===== src/rtl/dpll_mode_pkg.sv =====
package dpll_mode_pkg;

    typedef enum logic [1:0] {
        ST_FREE = 2'd0,
        ST_ACQ  = 2'd1,
        ST_LOCK = 2'd2,
        ST_HOLD = 2'd3
    } op_state_e;

    localparam logic [1:0] REQ_FORCE_FREE = 2'd1;
    localparam logic [1:0] REQ_FORCE_HOLD = 2'd2;

    typedef struct packed {
        logic lol_evt;
        logic pbo_evt;
        logic acq_restart;
    } fsm_evt_t;

    function automatic logic req_is_auto(input logic [1:0] r);
        return (r != REQ_FORCE_FREE) && (r != REQ_FORCE_HOLD);
    endfunction

    function automatic op_state_e fallback_state(input logic hist);
        return hist ? ST_HOLD : ST_FREE;
    endfunction

endpackage


===== src/rtl/dpll_acq_timer.sv =====
module dpll_acq_timer #(
    parameter int W = 16
) (
    input  logic         clk,
    input  logic         rst,
    input  logic         restart,
    input  logic         running,
    input  logic [W-1:0] limit,
    output logic         expire
);
    logic [W-1:0] cnt_q;
    logic [W:0]   cnt_next_ext;

    assign cnt_next_ext = {1'b0, cnt_q} + {{W{1'b0}}, 1'b1};
    assign expire = running && (cnt_next_ext >= {1'b0, limit});

    always_ff @(posedge clk) begin
        if (rst || restart) begin
            cnt_q <= '0;
        end else if (running && !expire) begin
            cnt_q <= cnt_next_ext[W-1:0];
        end
    end
endmodule


===== src/rtl/dpll_mode_fsm.sv =====
module dpll_mode_fsm
    import dpll_mode_pkg::*;
(
    input  logic       clk,
    input  logic       rst,
    input  logic [1:0] req_mode,
    input  logic       ref_valid,
    input  logic       no_valid_ref,
    input  logic       ref_switch,
    input  logic       lock_det,
    input  logic       phase_in_win,
    input  logic       hist_avail,
    input  logic       acq_expire,
    output op_state_e  state_q,
    output fsm_evt_t   evt,
    output logic       pbo_q
);
    op_state_e state_d;
    logic      auto_m;
    logic      ref_ok;

    assign auto_m = req_is_auto(req_mode);
    assign ref_ok = ref_valid && !no_valid_ref;

    always_comb begin
        state_d         = state_q;
        evt.lol_evt     = 1'b0;
        evt.pbo_evt     = 1'b0;
        evt.acq_restart = 1'b0;
        if (req_mode == REQ_FORCE_FREE) begin
            state_d = ST_FREE;
        end else if (req_mode == REQ_FORCE_HOLD) begin
            state_d = ST_HOLD;
        end else begin
            unique case (state_q)
                ST_FREE: begin
                    if (auto_m && ref_ok) state_d = ST_ACQ;
                end
                ST_ACQ: begin
                    if (no_valid_ref) begin
                        state_d = fallback_state(hist_avail);
                    end else if (lock_det && phase_in_win) begin
                        state_d = ST_LOCK;
                    end else if (acq_expire) begin
                        evt.lol_evt = 1'b1;
                        state_d     = fallback_state(hist_avail);
                    end else if (ref_switch) begin
                        evt.pbo_evt = 1'b1;
                    end
                end
                ST_LOCK: begin
                    if (no_valid_ref) begin
                        state_d = ST_HOLD;
                    end else if (!lock_det) begin
                        evt.lol_evt = 1'b1;
                        state_d     = ST_ACQ;
                    end else if (ref_switch) begin
                        evt.pbo_evt = 1'b1;
                    end
                end
                ST_HOLD: begin
                    if (ref_ok) state_d = ST_ACQ;
                end
                default: state_d = ST_FREE;
            endcase
        end
        if (state_d == ST_ACQ && state_q != ST_ACQ) begin
            evt.pbo_evt = 1'b1;
        end
        evt.acq_restart = evt.pbo_evt && (state_d == ST_ACQ);
    end

    always_ff @(posedge clk) begin
        if (rst) begin
            state_q <= ST_FREE;
            pbo_q   <= 1'b0;
        end else begin
            state_q <= state_d;
            pbo_q   <= evt.pbo_evt;
        end
    end
endmodule


===== src/rtl/dpll_status_regs.sv =====
module dpll_status_regs #(
    parameter int N_STICKY = 2
) (
    input  logic                clk,
    input  logic                rst,
    input  logic [N_STICKY-1:0] set_vec,
    input  logic                rd_clr,
    input  logic                hist_avail,
    output logic [N_STICKY-1:0] sticky_q,
    output logic                hold_good
);
    for (genvar i = 0; i < N_STICKY; i++) begin : g_sticky
        always_ff @(posedge clk) begin
            if (rst) begin
                sticky_q[i] <= 1'b0;
            end else begin
                sticky_q[i] <= set_vec[i] | (sticky_q[i] & ~rd_clr);
            end
        end
    end

    always_ff @(posedge clk) begin
        if (rst) hold_good <= 1'b0;
        else     hold_good <= hist_avail;
    end
endmodule


===== src/rtl/dpll_mode_ctrl.sv =====
module dpll_mode_ctrl
    import dpll_mode_pkg::*;
#(
    parameter int TMO_W = 16
) (
    input  logic             clk,
    input  logic             rst,
    input  logic [1:0]       req_mode,
    input  logic             ref_valid,
    input  logic             no_valid_ref,
    input  logic             ref_switch,
    input  logic             lock_det,
    input  logic             phase_in_win,
    input  logic             hist_avail,
    input  logic             stat_rd_clr,
    input  logic [TMO_W-1:0] acq_timeout,
    output logic [1:0]       mode_state,
    output logic             st_locked,
    output logic             st_lol,
    output logic             st_hold_avail,
    output logic             hold_good,
    output logic             trk_en,
    output logic             freeze_hist,
    output logic             slew_lim,
    output logic             pbo_start
);
    localparam int N_STICKY = 2;
    localparam int IDX_LOL  = 0;
    localparam int IDX_HOLD = 1;

    op_state_e             state_q;
    fsm_evt_t              evt;
    logic                  pbo_q;
    logic                  acq_expire;
    logic [N_STICKY-1:0]   sticky_set;
    logic [N_STICKY-1:0]   sticky_q;

    dpll_mode_fsm u_fsm (
        .clk          (clk),
        .rst          (rst),
        .req_mode     (req_mode),
        .ref_valid    (ref_valid),
        .no_valid_ref (no_valid_ref),
        .ref_switch   (ref_switch),
        .lock_det     (lock_det),
        .phase_in_win (phase_in_win),
        .hist_avail   (hist_avail),
        .acq_expire   (acq_expire),
        .state_q      (state_q),
        .evt          (evt),
        .pbo_q        (pbo_q)
    );

    dpll_acq_timer #(.W(TMO_W)) u_timer (
        .clk     (clk),
        .rst     (rst),
        .restart (evt.acq_restart),
        .running (state_q == ST_ACQ),
        .limit   (acq_timeout),
        .expire  (acq_expire)
    );

    always_comb begin
        sticky_set           = '0;
        sticky_set[IDX_LOL]  = evt.lol_evt;
        sticky_set[IDX_HOLD] = hist_avail;
    end

    dpll_status_regs #(.N_STICKY(N_STICKY)) u_status (
        .clk        (clk),
        .rst        (rst),
        .set_vec    (sticky_set),
        .rd_clr     (stat_rd_clr),
        .hist_avail (hist_avail),
        .sticky_q   (sticky_q),
        .hold_good  (hold_good)
    );

    assign mode_state    = state_q;
    assign st_locked     = (state_q == ST_LOCK);
    assign st_lol        = sticky_q[IDX_LOL];
    assign st_hold_avail = sticky_q[IDX_HOLD];
    assign trk_en        = (state_q == ST_LOCK) && !pbo_q;
    assign freeze_hist   = (state_q == ST_HOLD);
    assign slew_lim      = (state_q == ST_ACQ);
    assign pbo_start     = pbo_q;
endmodule


===== config.mk =====
export PLATFORM = sky130hd
export DESIGN_NAME = dpll_mode_ctrl
export DESIGN_NICKNAME = d
export VERILOG_FILES = /design/src/rtl/dpll_mode_pkg.sv /design/src/rtl/dpll_acq_timer.sv /design/src/rtl/dpll_mode_fsm.sv /design/src/rtl/dpll_status_regs.sv /design/src/rtl/dpll_mode_ctrl.sv
export SDC_FILE = /design/constraint.sdc
export NUM_CORES = 1
export LEC_CHECK = 0
export ABC_AREA = 1
export BUFFER_PORTS_ARGS = -buffer_cell sky130_fd_sc_hd__buf_2
export CAP_MARGIN = 5
export CORE_MARGIN = 10
export CORE_UTILIZATION = 50
export DETAILED_ROUTE_END_ITERATION = 8
export GPL_ROUTABILITY_DRIVEN = 0
export PLACE_DENSITY = 0.73
export SLEW_MARGIN = 10
export SYNTH_ARGS = -nofsm -noshare
export SYNTH_HDL_FRONTEND = slang
export SYNTH_SLANG_ARGS = --single-unit
export TNS_END_PERCENT = 50

===== constraint.sdc =====
create_clock -name clk -period 5.5 [get_ports clk]
set_input_delay 0.55 -clock clk [delete_from_list [all_inputs] [get_ports clk]]
set_output_delay 0.55 -clock clk [all_outputs]
set_load 0.05 [all_outputs]

# Word level (Yosys, flattened, before mapping)
# Index checks and enable logic that the tools add are counted.
word_totals:
  register_bits: 22
  output_inout_bits: 10
  input_bits: 27
  word_cells: 59
op_classes:
  bitwise_logic: 5
  n_reduce_logical: 14
  muxes: 23
  n_lt_le_gt_ge: 1
  n_eq_ne: 9
  add_sub_neg: 1
ops:
  columns: ["op", "n"]
  rows:
  - ["2-bit two-way mux", 15]
  - ["16-bit by 1-bit adder with 17-bit output, second input constant", 1]
  - ["17-bit by 16-bit greater-or-equal comparator with 1-bit output", 1]
  - ["1-bit logical AND", 9]
  - ["2-bit case mux with 4 select lines", 1]
  - ["2-bit by 1-bit equality test with 1-bit output, second input constant", 3]
  - ["2-bit equality test, second input constant", 3]
  - ["1-bit two-way mux", 6]
  - ["2-bit by 1-bit inequality test with 1-bit output, second input constant", 2]
  - ["2-bit case mux with 2 select lines", 1]
  - ["1-bit logical NOT", 3]
  - ["1-bit bitwise AND", 2]
  - ["2-bit logical NOT", 1]
  - ["2-bit inequality test, second input constant", 1]
  - ["1-bit OR", 2]
  - ["1-bit logical OR", 1]
  - ["1-bit inverter", 1]

# Logic depth before layout (Yosys ltp)
logic_depth:
  depth_word: 14
  depth_mapped: 35
  depth_no_buf: 34

# Hierarchy
# From an unflattened synthesis, not the netlist that was laid out.
hier_totals:
  cells_unflattened: 334
  hier_area_um2: 2058.2
by_module_without_submodules:
  columns: ["mod", "cells_per_inst", "n_inst", "area_each_um2"]
  rows:
  - ["dpll_acq_timer", 251, 1, 1516.5]
  - ["dpll_mode_fsm", 64, 1, 414.1]
  - ["dpll_status_regs", 12, 1, 96.3]
  - ["dpll_mode_ctrl", 7, 1, 31.3]

# Worst setup path after synthesis
# No wires, ideal clock.
synth_timing:
  kind: "register -> register"
  startpoint: "reg u_timer.cnt_q[0]"
  endpoint: "reg u_timer.cnt_q[3]"
  path_stages_with_launch: 28
  slack_ns: 2.256
  required_time_ns: 5.376
  setup_time_ns: 0.124
  arrival_time_ns: 3.120
  cell_sequence: "dfxtp_1 ha_1 nand2_1 nor2_2 nand2_2 nor3_1 nand3_1 xor2_1 inv_1 ha_1 nand2_1 inv_1 nand2_1 nor3_1 nand2_2 nand2_2 nand2_2 nand2_1 nand3_1 nand2_1 nand2_1 nand2_1 nand2_2 nor2_4 o211ai_2 nand2_4 buf_12 nor2_4"
synth_via:
  elab_chain_len: 14
synth_lines:
  columns: ["element", "line", "rtl"]
  rows:
  - ["start, declared", "dpll_acq_timer.sv:11", "logic [W-1:0] cnt_q;"]
  - ["start signal, assigned", "dpll_acq_timer.sv:21", "cnt_q <= cnt_next_ext[W-1:0];"]
  - ["16-bit by 1-bit adder with 17-bit output (*)", "dpll_acq_timer.sv:14", "assign cnt_next_ext = {1'b0, cnt_q} + {{W{1'b0}}, 1'b1};"]
  - ["named net u_timer.cnt_next_ext[14]", "dpll_acq_timer.sv:12", "logic [W:0] cnt_next_ext;"]
  - ["17-bit by 16-bit greater-or-equal comparator with 1-bit output (*)", "dpll_acq_timer.sv:15", "assign expire = running && (cnt_next_ext >= {1'b0, limit});"]
  - ["1-bit logical AND (*)", "dpll_acq_timer.sv:15", null]
  - ["2-bit two-way mux", "dpll_mode_fsm.sv:44", "end else if (acq_expire) begin"]
  - ["2-bit two-way mux", "dpll_mode_fsm.sv:42", "end else if (lock_det && phase_in_win) begin"]
  - ["2-bit two-way mux", "dpll_mode_fsm.sv:40", "if (no_valid_ref) begin"]
  - ["2-bit case mux with 4 select lines", "dpll_mode_fsm.sv:35", "unique case (state_q)"]
  - ["2-bit two-way mux", "dpll_mode_fsm.sv:32", "end else if (req_mode == REQ_FORCE_HOLD) begin"]
  - ["2-bit two-way mux", "dpll_mode_fsm.sv:30", "if (req_mode == REQ_FORCE_FREE) begin"]
  - ["2-bit by 1-bit equality test with 1-bit output", "dpll_mode_fsm.sv:67, dpll_mode_fsm.sv:70", null]
  - ["1-bit logical AND", "dpll_mode_fsm.sv:67", "if (state_d == ST_ACQ && state_q != ST_ACQ) begin"]
  - ["1-bit two-way mux", "dpll_mode_fsm.sv:67", null]
  - ["1-bit logical AND", "dpll_mode_fsm.sv:70", "evt.acq_restart = evt.pbo_evt && (state_d == ST_ACQ);"]
  - ["1-bit logical OR", "dpll_acq_timer.sv:18", "if (rst || restart) begin"]
# The timed path passes the listed nets; every way through them passes the cells marked *.
# A chain may end at the register's enable or synchronous reset.

# Worst setup path after layout
layout_timing:
  startpoint: "reg u_timer.cnt_q[0]"
  endpoint: "reg u_timer.cnt_q[11]"
# Same word-level chain as after synthesis.

==> results.py <==
metrics = {
    "run_status": {
        "outcome": "finished, final reports clean",
    },
    "clock_network": {
        "tritoncts_clock_tree": "yes",
        "post_cts_resized": 0,
        "ctsRootBufferMaster": "sky130_fd_sc_hd__clkbuf_8",
        "htreeDepth": 1,
        "clockBufferDepth": 2,
        "clk_pin_slew_ps": 80,
        "ctsHoldBuffers": 0,
        "cts_num_sinks": 22,
        "clock_latency_of_the_later_clocked_register_in_the_worst_skew_pair_ps": 260,
        "numCtsBuffers": 3,
        "cts_setup_buffers": 0,
    },
    "route": {
        "route.vias.total": 1784,
        "met2_length_um": 2010,
        "antenna_left": 0,
        "firstDrtPassIters": 4,
        "route.top_layer_used": "met4",
        "drc": 0,
        "route.detailed.vias_per_inst": 4.66,
        "route.detailed.wl_per_inst_um": 11.2,
        "wl_met1_um": 2080,
        "first_drt_iteration_drcs": 59,
        "detail_route.wirelength_um": 4300,
        "met3WireLength_um": 200,
    },
    "synth": {
        "synth.top_cells.by_area": "sky130_fd_sc_hd__dfxtp_1 (22%), sky130_fd_sc_hd__ha_1 (14%), sky130_fd_sc_hd__inv_1 (12%)",
        "netlist_area_mm2": 0.00201,
        "synth_sequential_area_ratio_pct": 21.9,
        "yosys.area.top_type_share_pct": 21.9,
        "largest_family_of_logic_cells_by_synthesized_area": "simple AND/OR/NAND/NOR gates",
        "netlist_instances": 298,
        "syn_nets": 348,
        "yosys.cell_types.count": 28,
        "postSynthAreaPerCell_um2": 6.74,
        "synth_adder_area_share_pct": 14.3,
        "synth-compound-area-share_pct": 9.34,
        "synthSimpleGateAreaFrac_pct": 34.4,
        "synth_top_cell_by_area": "sky130_fd_sc_hd__dfxtp_1",
        "yosys_register_bits": 22,
        "synthesis.yosys.warnings": 0,
        "post_synth_mux_area_share_pct": 1.99,
        "synthXorXnorAreaFrac_pct": 3.92,
    },
    "die": {
        "area_inside_the_core_boundary_mm2": 0.00377,
        "start_util_pct": 53.3,
        "die_h_um": 83.4,
        "die_area_mm2": 0.00695,
        "row_count": 22,
        "dieWidth_um": 83.4,
        "num_io_pins": 37,
    },
    "grt": {
        "track_usage_pct": 12.4,
        "number_of_antenna_violations_at_the_first_check_in_global_routing": 0,
        "grt_first_pass_wirelength_um": 7570,
        "globalRoute.totalOverflow": 0,
        "grt_max_degree": 21,
        "grt_pass1_vias": 1747,
    },
    "sta": {
        "layout_setup_ws_ps": 1780,
        "max_slew_headroom_pct": 74.1,
        "skew_ps": 3.15,
        "worst_hold_slack_ps": 462,
        "rsz0062_at_grt": "false",
        "max_clock_freq_mhz": 269,
        "final-setup-viol-count": 0,
        "period_share_pct": 67.6,
        "worst-slew-pin-transition_ps": 388,
        "timing.final.crit_period_ps": 3720,
        "fin_setup_tns_ps": 0,
        "maxSlewViolCount": 0,
        "final_hold_violations": 0,
    },
    "worst_setup_path": {
        "crit_path_max_fanout": 16,
        "timing.rr.start": "u_timer.cnt_q[0]",
        "setup.worst_path.start_class": "flip-flop",
        "r2r-end": "u_timer.cnt_q[11]",
        "worst-endpoint-required_ps": 5640,
        "critPathCaptureType": "flip-flop",
        "cp_data_arrival_time_ps": 3860,
        "crit_path_start": "u_timer.cnt_q[0]",
        "worst_r2r_path_depth": 25,
        "end_point_of_the_critical_path": "u_timer.cnt_q[11]",
        "critical_path_class": "flip-flop to flip-flop",
        "regToRegSetupSlack_ps": 1780,
    },
    "layout": {
        "layout.nets": 387,
        "final_layout_size_suffix_gt1_share_pct": 20.6,
        "antenna_cells": 0,
        "area_of_all_placed_cells_without_fillers_mm2": 0.00226,
        "instances_no_fill": 383,
        "flow.area_growth_from_synthesis_pct": 12.6,
    },
    "power_and_ir_drop": {
        "irDropWorstVdd_uv": 135,
        "power-per-cell-area_mw_per_mm2": 186,
        "static-leakage-power_nw": 1.29,
    },
    "worst_hold_path": {
        "hold_path_class": "flip-flop to flip-flop",
    },
    "placement": {
        "pre_cts_ws_ps": 1790,
        "estimated_wirelength_of_the_detail_placed_design_um": 3580,
        "placed_cells_incl_taps": 380,
        "port-buffer-count": 36,
        "placed_area_mm2": 0.00222,
    },
    "flow_run": {
        "max-cap-violations": 0,
    },
}
-- area by class of cell --
type,count,area (um2)
flip-flops and latches,22,440
clock buffers,3,41.3
fillers,388,1510
inverters,66,248
multi-input cells,207,1280
well taps,48,60.1
repair buffers,37,188
-- worst max-delay path, stage by stage (launching register included) --
cell                       delay (ps)
sky130_fd_sc_hd__dfxtp_1          420
sky130_fd_sc_hd__ha_1             240
sky130_fd_sc_hd__nand2_1           90
sky130_fd_sc_hd__nor2_2           110
sky130_fd_sc_hd__nand2_2          120
sky130_fd_sc_hd__nor3_1           270
sky130_fd_sc_hd__nand3_1          140
sky130_fd_sc_hd__xor2_1           200
sky130_fd_sc_hd__inv_1             90
sky130_fd_sc_hd__ha_1             310
sky130_fd_sc_hd__a21oi_1          150
sky130_fd_sc_hd__nor2_1            50
sky130_fd_sc_hd__nor2_1           120
sky130_fd_sc_hd__nand3_2          110
sky130_fd_sc_hd__nor2_4           120
sky130_fd_sc_hd__nand2_2           60
sky130_fd_sc_hd__nand3_1           80
sky130_fd_sc_hd__nand3_1           80
sky130_fd_sc_hd__nand2_1           60
sky130_fd_sc_hd__nand2_1           40
sky130_fd_sc_hd__nand2_1           60
sky130_fd_sc_hd__nand2_2           70
sky130_fd_sc_hd__nor2_4            90
sky130_fd_sc_hd__o211ai_2         110
sky130_fd_sc_hd__nand2_4          320
sky130_fd_sc_hd__nor2_1            80
-- worst min path at each step --
stage / from / end / depth (start not counted)
finish: u_status.sticky_q[1] / u_status.sticky_q[1] / 2
global route: u_status.sticky_q[1] / u_status.sticky_q[1] / 2
CTS: u_status.sticky_q[1] / u_status.sticky_q[1] / 2
detailed placement: u_status.sticky_q[1] / u_status.sticky_q[1] / 2
global placement: u_status.sticky_q[1] / u_status.sticky_q[1] / 2
floorplan: u_timer.cnt_q[13] / u_timer.cnt_q[13] / 2
-- through the flow --
step                      power (mW)  utilization, %
final                          0.420            60.0
after global routing           0.453            60.0
after CTS                      0.424            60.0
after detailed placement       0.325            58.9
after global placement         0.324            58.9
after floorplan                0.293               -
-- power breakdown --
part,switching (mW),internal [mW],total (mW)
logic,0.0925,0.0500,0.143
clock network,0.0504,0.0489,0.0992
registers,0.00915,0.169,0.179
-- synth_stat cells --
| library cell | count |
|---|---|
| sky130_fd_sc_hd__buf_4 | 1 |
| sky130_fd_sc_hd__o32ai_1 | 1 |
| sky130_fd_sc_hd__nor2_2 | 3 |
| sky130_fd_sc_hd__dfxtp_1 | 22 |
| sky130_fd_sc_hd__o21ai_0 | 16 |
| sky130_fd_sc_hd__a31oi_1 | 1 |
| sky130_fd_sc_hd__a21oi_1 | 13 |
| sky130_fd_sc_hd__o21bai_1 | 1 |
| sky130_fd_sc_hd__xor2_1 | 8 |
| sky130_fd_sc_hd__inv_1 | 65 |
| sky130_fd_sc_hd__o211ai_2 | 1 |
| sky130_fd_sc_hd__mux2i_1 | 4 |
| sky130_fd_sc_hd__nor3_2 | 1 |
| sky130_fd_sc_hd__ha_1 | 23 |
| sky130_fd_sc_hd__nor2_1 | 25 |
| sky130_fd_sc_hd__nand3_2 | 1 |
| sky130_fd_sc_hd__nand4_1 | 4 |
| sky130_fd_sc_hd__nor2_4 | 13 |
| sky130_fd_sc_hd__a21o_1 | 1 |
| sky130_fd_sc_hd__nand2_4 | 1 |
| sky130_fd_sc_hd__nand2_1 | 64 |
| sky130_fd_sc_hd__inv_2 | 1 |
| sky130_fd_sc_hd__buf_12 | 1 |
| sky130_fd_sc_hd__nand2_2 | 8 |
| sky130_fd_sc_hd__dlygate4sd1_1 | 1 |
| sky130_fd_sc_hd__xnor2_1 | 1 |
| sky130_fd_sc_hd__nand3_1 | 14 |
| sky130_fd_sc_hd__nor3_1 | 3 |
-- cells in the final DEF, fill, tap and decap left out --
cell / instances
sky130_fd_sc_hd__inv_1: 65
sky130_fd_sc_hd__nand2_1: 64
sky130_fd_sc_hd__buf_2: 36
sky130_fd_sc_hd__nor2_1: 25
sky130_fd_sc_hd__ha_1: 23
sky130_fd_sc_hd__dfxtp_1: 22
sky130_fd_sc_hd__o21ai_0: 16
sky130_fd_sc_hd__nand3_1: 14
sky130_fd_sc_hd__a21oi_1: 13
sky130_fd_sc_hd__nor2_4: 13
sky130_fd_sc_hd__nand2_2: 8
sky130_fd_sc_hd__xor2_1: 8
sky130_fd_sc_hd__nand4_1: 4
sky130_fd_sc_hd__mux2i_1: 4
sky130_fd_sc_hd__nor2_2: 3
sky130_fd_sc_hd__nor3_1: 3
sky130_fd_sc_hd__clkbuf_8: 3
sky130_fd_sc_hd__o21bai_1: 1
sky130_fd_sc_hd__inv_2: 1
sky130_fd_sc_hd__xnor2_1: 1
sky130_fd_sc_hd__nand3_2: 1
sky130_fd_sc_hd__nor3_2: 1
sky130_fd_sc_hd__a21o_1: 1
sky130_fd_sc_hd__a31oi_1: 1
sky130_fd_sc_hd__o211ai_2: 1
sky130_fd_sc_hd__nand2_4: 1
sky130_fd_sc_hd__o32ai_1: 1
sky130_fd_sc_hd__buf_4: 1
-- flip-flops by register name (all words and copies together), names as in the netlist --
register            cells
u_status.sticky_q       2
u_fsm.pbo_q             1
u_fsm.state_q           2
u_timer.cnt_q          16
u_status.hold_good      1
-- cell families (layout without fill, tap and decap cells) --
kind of cell	Yosys count	count (layout)
flops	22	22
simple gates	137	137
xor+xnor	9	9
compound gates	34	34
fa+ha+maj	23	23
mux	4	4
buf+inv	69	106
-- metal layers --
layer	vias to the layer above	global-route usage [%]
met2	27	20.5
met1	763	15.9
li1	992	-
met5	-	0
met3	2	3.91
met4	0	0.923
(Power assumes the default switching activity.)
